### config.mk
export PLATFORM = sky130hd
export DESIGN_NAME = vic_top
export DESIGN_NICKNAME = d
export VERILOG_FILES = /design/src/rtl/vic_pkg.sv /design/src/rtl/vic_regctl.sv /design/src/rtl/vic_datapath.sv /design/src/rtl/vic_top.sv
export SDC_FILE = /design/constraint.sdc
export NUM_CORES = 1
export LEC_CHECK = 0
export BUFFER_PORTS_ARGS = -buffer_cell sky130_fd_sc_hd__buf_2
export CAP_MARGIN = 30
export CORE_MARGIN = 2
export CORE_UTILIZATION = 35
export CTS_CLUSTER_DIAMETER = 60
export CTS_CLUSTER_SIZE = 10
export DETAILED_ROUTE_END_ITERATION = 8
export PLACE_DENSITY = 0.53
export SLEW_MARGIN = 20
export SYNTH_ARGS = -nofsm -noshare
export SYNTH_HDL_FRONTEND = slang
export SYNTH_HIERARCHICAL = 1
export SYNTH_SLANG_ARGS = --single-unit
### constraint.sdc
create_clock -name clk -period 3.25 [get_ports clk]
set_clock_uncertainty 0.05 [all_clocks]
set_input_delay 0.4875 -clock clk [delete_from_list [all_inputs] [get_ports clk]]
set_output_delay 0.4875 -clock clk [all_outputs]
set_load 0.005 [all_outputs]
### src/rtl/vic_pkg.sv
`timescale 1ns/1ps
package vic_pkg;
  localparam int NUM_LINES = 51;
  localparam int DATA_W    = 32;
  localparam int HI_W      = NUM_LINES - DATA_W;
  localparam int ADDR_W    = 8;
  localparam int EVT_LO    = 47;

  localparam logic [NUM_LINES-1:0] SENSE_INIT = 51'h1F07FFF8FFFF;
  localparam logic [NUM_LINES-1:0] BOTH_INIT  = 51'h00F800070000;
  localparam logic [NUM_LINES-1:0] EVENT_INIT = 51'h5F07FFF8FFFF;

  typedef enum logic [3:0] {
    RD_NONE, RD_IRQ, RD_FIQ, RD_RAW, RD_SEL, RD_EN,
    RD_SENSE, RD_BOTH, RD_EVT, RD_EDGE
  } rdSel_e;

  typedef struct packed {
    logic   selWr;
    logic   enSet;
    logic   enClr;
    logic   evtWr;
    logic   edgeClr;
    logic   hiHalf;
    logic   rdStb;
    rdSel_e rdSel;
  } ctrl_t;
endpackage

### src/rtl/vic_regctl.sv
`timescale 1ns/1ps
module vic_regctl
  import vic_pkg::*;
(
  input  logic              wrEn,
  input  logic              rdEn,
  input  logic [ADDR_W-1:0] addr,
  output ctrl_t             ctrl
);
  logic [ADDR_W-1:0] base;
  logic              inWin;

  assign base  = {addr[ADDR_W-1:3], 3'b000};
  assign inWin = addr[ADDR_W-1] && (addr[1:0] == 2'b00);

  always_comb begin
    ctrl        = '0;
    ctrl.rdSel  = RD_NONE;
    ctrl.hiHalf = addr[2];
    ctrl.rdStb  = rdEn;
    if (inWin) begin
      case (base)
        8'h80: ctrl.rdSel = RD_IRQ;
        8'h88: ctrl.rdSel = RD_FIQ;
        8'h90: ctrl.rdSel = RD_RAW;
        8'h98: begin ctrl.rdSel = RD_SEL; ctrl.selWr = wrEn; end
        8'hA0: begin ctrl.rdSel = RD_EN;  ctrl.enSet = wrEn; end
        8'hA8: ctrl.enClr = wrEn;
        8'hC0: ctrl.rdSel = RD_SENSE;
        8'hC8: ctrl.rdSel = RD_BOTH;
        8'hD0: begin ctrl.rdSel = RD_EVT; ctrl.evtWr = wrEn && addr[2]; end
        8'hD8: ctrl.edgeClr = wrEn;
        8'hE0: ctrl.rdSel = RD_EDGE;
        default: ;
      endcase
    end
  end
endmodule

### src/rtl/vic_datapath.sv
`timescale 1ns/1ps
module vic_datapath
  import vic_pkg::*;
(
  input  logic                 clk,
  input  logic                 rstN,
  input  ctrl_t                ctrl,
  input  logic [DATA_W-1:0]    wrData,
  input  logic [NUM_LINES-1:0] irqLines,
  output logic [DATA_W-1:0]    rdData,
  output logic                 irqOut,
  output logic                 fiqOut,
  output logic [NUM_LINES-1:0] rawBits,
  output logic [NUM_LINES-1:0] enBits,
  output logic [NUM_LINES-1:0] selBits,
  output logic [NUM_LINES-1:0] senseBits,
  output logic [NUM_LINES-1:0] evtBits
);
  logic [NUM_LINES-1:0] wide, clrMask, rawNext, enNext, selNext, prevLvl, rdVal;

  assign senseBits = SENSE_INIT;
  assign wide = ctrl.hiHalf ? {wrData[HI_W-1:0], {DATA_W{1'b0}}}
                            : {{HI_W{1'b0}}, wrData};
  assign clrMask = ctrl.edgeClr ? (wide & ~SENSE_INIT) : '0;

  for (genvar i = 0; i < NUM_LINES; i++) begin : g_line
    logic lvlHit, edgeHit;
    assign lvlHit  = ~(irqLines[i] ^ evtBits[i]);
    assign edgeHit = BOTH_INIT[i] ? (irqLines[i] ^ prevLvl[i])
                   : evtBits[i]   ? (irqLines[i] & ~prevLvl[i])
                                  : (~irqLines[i] & prevLvl[i]);
    assign rawNext[i] = SENSE_INIT[i] ? lvlHit
                                      : ((rawBits[i] & ~clrMask[i]) | edgeHit);
    if (i >= EVT_LO) begin : g_evtRw
      always_ff @(posedge clk) begin
        if (!rstN)           evtBits[i] <= EVENT_INIT[i];
        else if (ctrl.evtWr) evtBits[i] <= wide[i];
      end
    end else begin : g_evtRo
      assign evtBits[i] = EVENT_INIT[i];
    end
  end

  always_comb begin
    enNext = enBits;
    if (ctrl.enSet) enNext = enNext | wide;
    if (ctrl.enClr) enNext = enNext & ~wide;
    selNext = selBits;
    if (ctrl.selWr)
      selNext = ctrl.hiHalf ? {wide[NUM_LINES-1:DATA_W], selBits[DATA_W-1:0]}
                            : {selBits[NUM_LINES-1:DATA_W], wide[DATA_W-1:0]};
  end

  always_comb begin
    case (ctrl.rdSel)
      RD_IRQ:   rdVal = rawBits & enBits & ~selBits;
      RD_FIQ:   rdVal = rawBits & enBits & selBits;
      RD_RAW:   rdVal = rawBits;
      RD_SEL:   rdVal = selBits;
      RD_EN:    rdVal = enBits;
      RD_SENSE: rdVal = SENSE_INIT;
      RD_BOTH:  rdVal = BOTH_INIT;
      RD_EVT:   rdVal = evtBits;
      RD_EDGE:  rdVal = rawBits & ~SENSE_INIT;
      default:  rdVal = '0;
    endcase
  end

  always_ff @(posedge clk) begin
    if (!rstN) begin
      rawBits <= '0;
      enBits  <= '0;
      selBits <= '0;
      prevLvl <= '0;
      irqOut  <= 1'b0;
      fiqOut  <= 1'b0;
      rdData  <= '0;
    end else begin
      rawBits <= rawNext;
      enBits  <= enNext;
      selBits <= selNext;
      prevLvl <= irqLines;
      irqOut  <= |(rawNext & enNext & ~selNext);
      fiqOut  <= |(rawNext & enNext & selNext);
      if (!ctrl.rdStb)      rdData <= '0;
      else if (ctrl.hiHalf) rdData <= {{(DATA_W-HI_W){1'b0}}, rdVal[NUM_LINES-1:DATA_W]};
      else                  rdData <= rdVal[DATA_W-1:0];
    end
  end
endmodule

### src/rtl/vic_top.sv
`timescale 1ns/1ps
module vic_top
  import vic_pkg::*;
(
  input  logic                 clk,
  input  logic                 rstN,
  input  logic                 wrEn,
  input  logic                 rdEn,
  input  logic [ADDR_W-1:0]    addr,
  input  logic [DATA_W-1:0]    wrData,
  input  logic [NUM_LINES-1:0] irqLines,
  output logic [DATA_W-1:0]    rdData,
  output logic                 irqOut,
  output logic                 fiqOut
);
  ctrl_t                ctrl;
  logic [NUM_LINES-1:0] rawBits, enBits, selBits, senseBits, evtBits;

  vic_regctl u_ctl (.wrEn(wrEn), .rdEn(rdEn), .addr(addr), .ctrl(ctrl));

  vic_datapath u_dp (
    .clk(clk), .rstN(rstN), .ctrl(ctrl), .wrData(wrData), .irqLines(irqLines),
    .rdData(rdData), .irqOut(irqOut), .fiqOut(fiqOut),
    .rawBits(rawBits), .enBits(enBits), .selBits(selBits),
    .senseBits(senseBits), .evtBits(evtBits)
  );
endmodule

==> metrics.txt, run 1 <==
Max FO, Critical Path=17; most frequent cells in the layout=dfxtp_1 (205), buf_2 (128), buf_4 (119); Max Freq=0.338 GHz; first-pass GRT wire length=59,000 um; starting density of the core=35.6%; vias in the first global route=9,597; Post-Syn Nets=1,255; total power=6.04 mW; cts repair resizes=0; Slew Limit Headroom=47.5%; IO Pins=129; Crit path arrival time=3.32 ns; DR WL/cell=22.1 um; Via density=5.71; Max H-tree Level=1; clock tree buffer depth=3; Site Rows=62; die area=0.0307 sq mm; total CTS buffers=28; Die Span Y=175 um; slew at the pin with the worst max-slew slack=0.782 ns; Place WS=-0.186 ns; drt drc=0; clock sink total=205; final worst setup slack=0.295 ns; P_leak=5.51 nW; PwrDens=463 mW/mm^2; Req. time, crit path=3.62 ns; Final Hold Fails=0; endpoints failing setup=0; GRT Util Overall=24.9%; Total Routed Length=38,900 um; Syn Area/Cell=8.84 sq um; Final Wtd Congestion=0.885; share of cells above drive strength 1=25.8%; Routed Antenna Nets=0; grt ovf=0; Setup crit end kind=register; Final HPWL DP=27,900 um; DRT Pass-1 Iters=8; CTS tree=built; crit path kind=input port to register; Setup crit start kind=input port; final period utilization=90.9%; Hold Path Class=input port to register; Peak VDD IR=0.449 mV; # nets final=1,457; fin. max-slew vios=0; Post-CTS Hold Fix Bufs=0; post-CTS setup buffer count=0; DR vias=10,044; Post-Synthesis Cells=1,160; mapped cell area=0.0103 sq mm; outcome=finished, final reports clean; pin count of the biggest net entering global routing=79; yosys warns=6; max-cap violations=0; Area Growth Syn to Fin=27.1%; multi-input logic area=0.00570 sq mm; clk slew on worst S/H paths=0.05 ns; minimum clock period=2.96 ns; CTS root buf=clkbuf_16; Clock Latency Late Sink=0.54 ns; I/O Buffers=128; die width=175 um; commonest non-fill, non-tap cell in the layout=dfxtp_1; FILL cells=2,880; core area=0.0288 sq mm; unrepaired setup endpoints after global routing=no; Register Area=0.00410 sq mm; Iter 0 DRT Violations=1,080; initial antenna violation count=2
[stage by stage]
| step | instance area, sq um | instances | hold slack, ns | utilization [%] | TNS, ns |
|---|---|---|---|---|---|
| final | 13000 | 1760 | 0.115 | 45.3 | 0 |
| after detailed placement | 12100 | 1716 | 0.419 | 42.1 | -0.352 |
| after global placement | 12100 | 1716 | 0.417 | 42.1 | -0.325 |
| after floorplan | 10300 | 1160 | 0.398 | - | 0 |
| after global routing | 13000 | 1759 | 0.103 | 45.3 | 0 |
| after CTS | 13000 | 1759 | 0.0982 | 45.3 | 0 |
[final timing paths]
kind / start / end / slack (ns) / cells after the start
worst min register to register: u_dp/prevLvl[23] / u_dp/rdData[23] / 0.43 / 2
worst min-delay path: irqLines[46] / u_dp/prevLvl[46] / 0.12 / 2
worst max register to register: u_dp/prevLvl[35] / u_dp/fiqOut / 0.90 / 6
worst max-delay path: addr[1] / u_dp/fiqOut / 0.29 / 11
[metal layers]
metal,GRT usage (%),routed length [um],up-vias
met4,5.80,900,0
li1,-,-,4710
met1,36.0,18100,4878
met2,39.2,17300,401
met5,0,0,-
met3,3.46,2660,55
[cell type report]
cell class | instances | share of cell area (%)
Inverter | 18 | 0.519
Tap cell | 384 | 3.69
Antenna cell | 1 | 0.0192
Clock buffer | 35 | 6.13
Multi-Input combinational cell | 850 | 43.8
Sequential cell | 205 | 31.5
Timing Repair Buffer | 259 | 13.6
Clock inverter | 8 | 0.759
[where the power goes]
| group | internal, mW | switching (mW) |
|---|---|---|
| Sequential | 2.57 | 0.0215 |
| Clock | 1.86 | 1.16 |
| Combinational | 0.160 | 0.264 |
| Total | 4.59 | 1.45 |
[flip-flops by register name, indices dropped and copies added, names as in the netlist]
name,cells
u_dp/irqOut,1
u_dp/rdData,32
u_dp/rawBits,14
u_dp/selBits,51
u_dp/prevLvl,51
u_dp/fiqOut,1
u_dp/evtBits,4
u_dp/enBits,51
[critical path, cell delays in order]
cell and delay [ns]:
buf_2 0.11, nor3b_4 0.22, nand3b_1 0.20, nor2_1 0.16, buf_4 0.15, nand2_4 0.23, mux2i_1 0.37, and3b_1 0.22
nor4_1 0.26, or4b_1 0.51, o41a_1 0.41
No activity file was read; power rests on OpenSTA's default activity.
==> run 2, diff against run 1 <==
--- a/config.mk
+++ b/config.mk
@@ -7,6 +7,7 @@
 export LEC_CHECK = 0
 export BUFFER_PORTS_ARGS = -buffer_cell sky130_fd_sc_hd__buf_2
 export CAP_MARGIN = 30
+export CORE_ASPECT_RATIO = 0.75
 export CORE_MARGIN = 2
 export CORE_UTILIZATION = 35
 export CTS_CLUSTER_DIAMETER = 60
==> run 2 against run 1 <==
Core utilization is 0.99 points lower; critical endpoint unchanged; critical path depth stayed put; cell count hardly changed; first-iteration DRC count is 4.4% lower; highest routed layer unchanged; via count is 1.2% lower; die area hardly changed.
==> metrics.txt, run 2 (synthesis results as in run 1) <==
Req. time, crit path=3.61 ns (about the same); outcome=finished, final reports clean; Place WS=-0.160 ns (+0.0260 ns); fin. max-slew vios=0 (unchanged); placed inst area=0.0122 sq mm (+0.33%); unrepaired setup endpoints after global routing=no; Post-CTS Hold Fix Bufs=0 (unchanged); die width=202 um (+15%); Largest regs=u_dp/enBits (51), u_dp/prevLvl (51), u_dp/selBits (51); Max Freq=0.340 GHz (+0.59%); Clock Latency Late Sink=0.53 ns (about the same); crit path cell chain=buf_2 > nor3b_4 > nand3b_1 > nor3_2 > buf_4 > buf_4 > a31oi_1 > nor3b_1 > nor4_1 > or4b_1 > o41a_1; first-pass GRT wire length=58,800 um (-0.32%); commonest non-fill, non-tap cell in the layout=dfxtp_1; Routed Antenna Nets=0 (unchanged); Iter 0 DRT Violations=1,032 (-4.4%); Setup crit start kind=input port; Final Wtd Congestion=0.875 (-1.2%); clk slew on worst S/H paths=0.06 ns (about the same); clock sink total=205 (unchanged); core area=0.0290 sq mm (+0.71%); Max H-tree Level=1 (unchanged); die area=0.0307 sq mm (about the same); initial antenna violation count=0 (-2); endpoints failing setup=0 (unchanged); Via density=5.64 (-1.1%); most frequent cells in the layout=dfxtp_1 (205), buf_2 (128), buf_4 (123); pin count of the biggest net entering global routing=57 (-28%); Crit path arrival time=3.30 ns (-0.02 ns); final non-filler cell total=1,759 (-0.057%); vias in the first global route=9,532 (-0.68%); GRT Util Overall=24.8% (-0.080 points); Inserted Diodes=0 (-1); design area=0.0128 sq mm (-1.5%); total CTS buffers=25 (-11%); max-cap violations=0 (unchanged); slowest stage delay, CP=0.53 ns (+0.02 ns); clock tree buffer depth=3 (unchanged); IO Pins=129 (unchanged); Hold Path Class=input port to register; Max FO, Critical Path=15 (-2); P_leak=5.41 nW (-1.8%); placed cell count=1,728 (+0.70%); Slew Limit Headroom=53.9% (+6.4 points); I/O Buffers=128 (unchanged); Setup crit end kind=register; grt ovf=0 (unchanged); final period utilization=90.4% (-0.53 points); Area Growth Syn to Fin=25.1%; Final Hold Fails=0 (unchanged); Total Routed Length=38,500 um (-0.98%); FILL cells=2,845 (-1.2%); Site Rows=54 (-13%); Fin Setup TNS=0 ns (unchanged); CP max stage cell=or4b_1; DR WL/cell=21.9 um (-0.92%); minimum clock period=2.94 ns (-0.0173 ns); starting density of the core=35.4% (-0.25 points); worst hold path depth=2 (unchanged); # nets final=1,458 (+0.069%); final worst setup slack=0.312 ns (+0.0173 ns); cell mode on critical path=buf_4; Final HPWL DP=27,600 um (-0.88%); crit path kind=input port to register; Util after Layout=44.3% (-0.99 points); cts repair resizes=0 (unchanged); post-CTS setup buffer count=0 (unchanged); Peak VDD IR=0.313 mV (-30%); DR vias=9,926 (-1.2%); DRT Pass-1 Iters=7 (-1); slew at the pin with the worst max-slew slack=0.692 ns (-0.0901 ns); share of cells above drive strength 1=25.3% (-0.51 points); CTS root buf=clkbuf_16; total power=5.44 mW (-9.8%); CTS tree=built; Die Span Y=152 um (-13%); Hold WS=0.130 ns (+0.0145 ns); drt drc=0 (unchanged); Reg2Reg Depth=7 (+1); PwrDens=424 mW/mm^2 (-8.4%)
run 2: cell count changes in the layout (fill, tap and decap cells not counted), sizes merged:
cell      previous run  this run
buf                259       263
bufinv               2         0
clkbuf              35        28
clkinv               3         2
clkinvlp             2         1
diode                1         0
inv                 19        18
run 2: path summary, 6_finish.rpt:
kind / start / end / slack (ns)
setup / recovery: addr[1] / u_dp/fiqOut / 0.31
hold / removal: irqLines[45] / u_dp/prevLvl[45] / 0.13
setup reg to reg: u_dp/prevLvl[17] / u_dp/irqOut / 0.97
hold reg to reg: u_dp/prevLvl[26] / u_dp/rdData[26] / 0.43
run 2: final cells by class:
type | instances | area, sq um | share of cell area, %
Multi-Input combinational cell | 850 | 5700 | 44.4
Clock buffer | 28 | 647 | 5.04
Clock inverter | 3 | 17.5 | 0.137
Inverter | 18 | 67.6 | 0.527
Tap cell | 392 | 490 | 3.82
Timing Repair Buffer | 263 | 1800 | 14.1
Sequential cell | 205 | 4100 | 32.0
run 2: metal layers:
metal | global-route usage, % | routed length (um) | share of wire (%) | vias to the layer above
li1 | - | - | - | 4697
met1 | 38.0 | 19000 | 49 | 4776
met2 | 36.1 | 15800 | 41 | 389
met3 | 4.15 | 2930 | 7.6 | 64
met4 | 5.53 | 809 | 2.1 | 0
met5 | 0 | 0 | 0 | -
run 2: critical path, delay by kind of cell:
family | cells | cell delay, ns
buffers and inverters | 3 | 0.57
and+or+nand+nor | 6 | 1.67
AOI/OAI and AO/OA | 2 | 0.57
run 2: power by group:
| part | internal (mW) | switching, mW |
|---|---|---|
| logic | 0.154 | 0.263 |
| clock network | 1.39 | 1.06 |
| registers | 2.56 | 0.0208 |
| total | 4.10 | 1.34 |
==> run 3, diff against run 2 <==
--- a/config.mk
+++ b/config.mk
@@ -5,6 +5,7 @@
 export SDC_FILE = /design/constraint.sdc
 export NUM_CORES = 1
 export LEC_CHECK = 0
+export ABC_AREA = 1
 export BUFFER_PORTS_ARGS = -buffer_cell sky130_fd_sc_hd__buf_2
 export CAP_MARGIN = 30
 export CORE_ASPECT_RATIO = 0.75
==> run 3 against run 2 <==
Via count is 15% higher; setup slack better by 0.51 ns; clock-buffer cell count stayed put; combinational power is 11% lower; first-iteration DRC count is 3.8% higher; sequential cell count stayed put; critical path depth is 6 higher; critical path type unchanged; critical endpoint is now u_dp/irqOut.
==> metrics.txt, run 3 <==
Clock Latency Late Sink=0.54 ns (about the same); Crit path arrival time=2.77 ns (-0.53 ns); CTS tree=built; initial antenna violation count=3 (+3); max-cap violations=0 (unchanged); clk slew on worst S/H paths=0.06 ns (about the same); placed cell count=2,223 (+29%); Final Wtd Congestion=0.885 (+1.1%); Largest regs=u_dp/enBits (51), u_dp/prevLvl (51), u_dp/selBits (51); yosys warns=6 (unchanged); IO Pins=129 (unchanged); Total Routed Length=41,300 um (+7.1%); Setup crit start kind=input port; CP max stage cell=o21ai_0; Worst R2R Start=u_dp/prevLvl[35]; # nets final=1,939 (+33%); unrepaired setup endpoints after global routing=no; P_leak=6.15 nW (+14%); Final HPWL DP=28,500 um (+3.1%); starting density of the core=35.7% (+0.37 points); die area=0.0335 sq mm (+9.2%); drt drc=0 (unchanged); Iter 0 DRT Violations=1,071 (+3.8%); grt ovf=0 (unchanged); Area Growth Syn to Fin=15.4%; Req. time, crit path=3.59 ns (-0.02 ns); first-pass GRT wire length=63,000 um (+7.2%); minimum clock period=2.43 ns (-0.510 ns); Fin Setup TNS=0 ns (unchanged); Post-Syn Nets=1,836 (+46%); PwrDens=419 mW/mm^2 (-1.3%); die width=211 um (+4.5%); pin count of the biggest net entering global routing=115 (+100%); outcome=finished, final reports clean; Post-Synthesis Cells=1,741 (+50%); setup slack, reg-to-reg=1.44 ns (+0.47 ns); Max Freq=0.412 GHz (+21%); I/O Buffers=128 (unchanged); Die Span Y=159 um (+4.5%); slowest stage delay, CP=0.32 ns (-0.21 ns); Final Hold Fails=0 (unchanged); CP endpoint=u_dp/irqOut; clock sink total=205 (unchanged); core area=0.0314 sq mm (+8.3%); Max H-tree Level=1 (unchanged); total CTS buffers=25 (unchanged); Peak VDD IR=0.292 mV (-6.8%); Max FO, Critical Path=37 (+22); most frequent cells in the layout=nand2_1 (445), inv_1 (289), dfxtp_1 (205); crit path cell chain=buf_2 > nand2_1 > inv_2 > nand2_1 > nor2_1 > buf_4 > nand2_4 > o21ai_0 > inv_1 > nand3_1 > nand2_1 > nor2_1 > nand2_1 > nor2_1 > nand2_1 > nor2_1 > nor2_1; crit path kind=input port to register; final non-filler cell total=2,255 (+28%); Reg2Reg Depth=10 (+3); Site Rows=56 (+3.7%); fin. max-slew vios=0 (unchanged); endpoints failing setup=0 (unchanged); Routed Antenna Nets=0 (unchanged); DR vias=11,384 (+15%); cts repair resizes=0 (unchanged); share of cells above drive strength 1=11.9% (-13 points); mapped cell area=0.0112 sq mm (+9.4%); Post-CTS Hold Fix Bufs=0 (unchanged); CTS root buf=clkbuf_16; reg2reg end=u_dp/irqOut; Slew Limit Headroom=42.6% (-11 points); GRT Util Overall=24.3% (-0.50 points); Syn Area/Cell=6.45 sq um (-27%); Inserted Diodes=0 (unchanged); Via density=5.05 (-11%); commonest non-fill, non-tap cell in the layout=nand2_1; Hold Path Class=input port to register; crit path launch=addr[7]; vias in the first global route=10,717 (+12%); post-CTS setup buffer count=0 (unchanged); FILL cells=3,341 (+17%); DRT Pass-1 Iters=5 (-2); clock tree buffer depth=3 (unchanged); hold_sp=irqLines[9]; final period utilization=74.7% (-16 points); DR WL/cell=18.3 um (-16%); slew at the pin with the worst max-slew slack=0.860 ns (+0.168 ns); Setup crit end kind=register
-- run 3: per-layer routing --
layer,vias up,routed length (um),track usage (%)
met4,6,789,5.44
li1,5642,-,-
met1,5196,19900,35.7
met3,68,3160,4.26
met5,-,43,0
met2,472,17400,37.0
-- run 3: worst min-delay path by stage --
| stage | to | slack (ns) | depth (start not counted) |
|---|---|---|---|
| final | u_dp/prevLvl[9] | 0.09 | 3 |
| after global routing | u_dp/prevLvl[4] | 0.1 | 3 |
| after CTS | u_dp/prevLvl[14] | 0.08 | 3 |
| after detailed placement | u_dp/rdData[12] | 0.39 | 2 |
| after global placement | u_dp/rdData[12] | 0.39 | 2 |
| after floorplan | u_dp/rdData[12] | 0.37 | 2 |
-- run 3: layout make-up --
| class | count | area [sq um] | area share (%) |
|---|---|---|---|
| repair buffers | 160 | 1010 | 7.77 |
| flip-flops and latches | 205 | 4100 | 31.7 |
| well taps | 406 | 508 | 3.92 |
| clock buffers | 28 | 637 | 4.92 |
| multi-input cells | 1155 | 5550 | 42.9 |
| inverters | 297 | 1120 | 8.66 |
| clock inverters | 4 | 20.0 | 0.155 |
-- run 3: power breakdown --
| group | total (mW) | leakage [nW] | switching (mW) | internal, mW |
|---|---|---|---|---|
| registers | 2.58 | 1.67 | 0.0188 | 2.56 |
| clock network | 2.47 | 0.327 | 1.10 | 1.37 |
| logic | 0.372 | 4.15 | 0.255 | 0.117 |
| total | 5.42 | 6.15 | 1.37 | 4.05 |
-- run 3: through the flow --
step                      instance area, sq um  total power [mW]  setup slack [ns]  hold slack [ns]  utilization (%)
after floorplan                          11200              2.82             0.801            0.372                -
after global placement                   12300              3.00             0.308            0.395             39.2
after detailed placement                 12300              3.00             0.300            0.394             39.2
after CTS                                12900              5.47             0.850           0.0757             41.2
after global routing                     12900              5.60             0.478           0.0983             41.2
final                                    12900              5.42             0.822           0.0881             41.2
-- run 3: critical path: cells and delay by family --
kind | cells | cell delay (ns)
compound gates | 1 | 0.32
buf+inv | 4 | 0.58
simple gates | 12 | 1.36
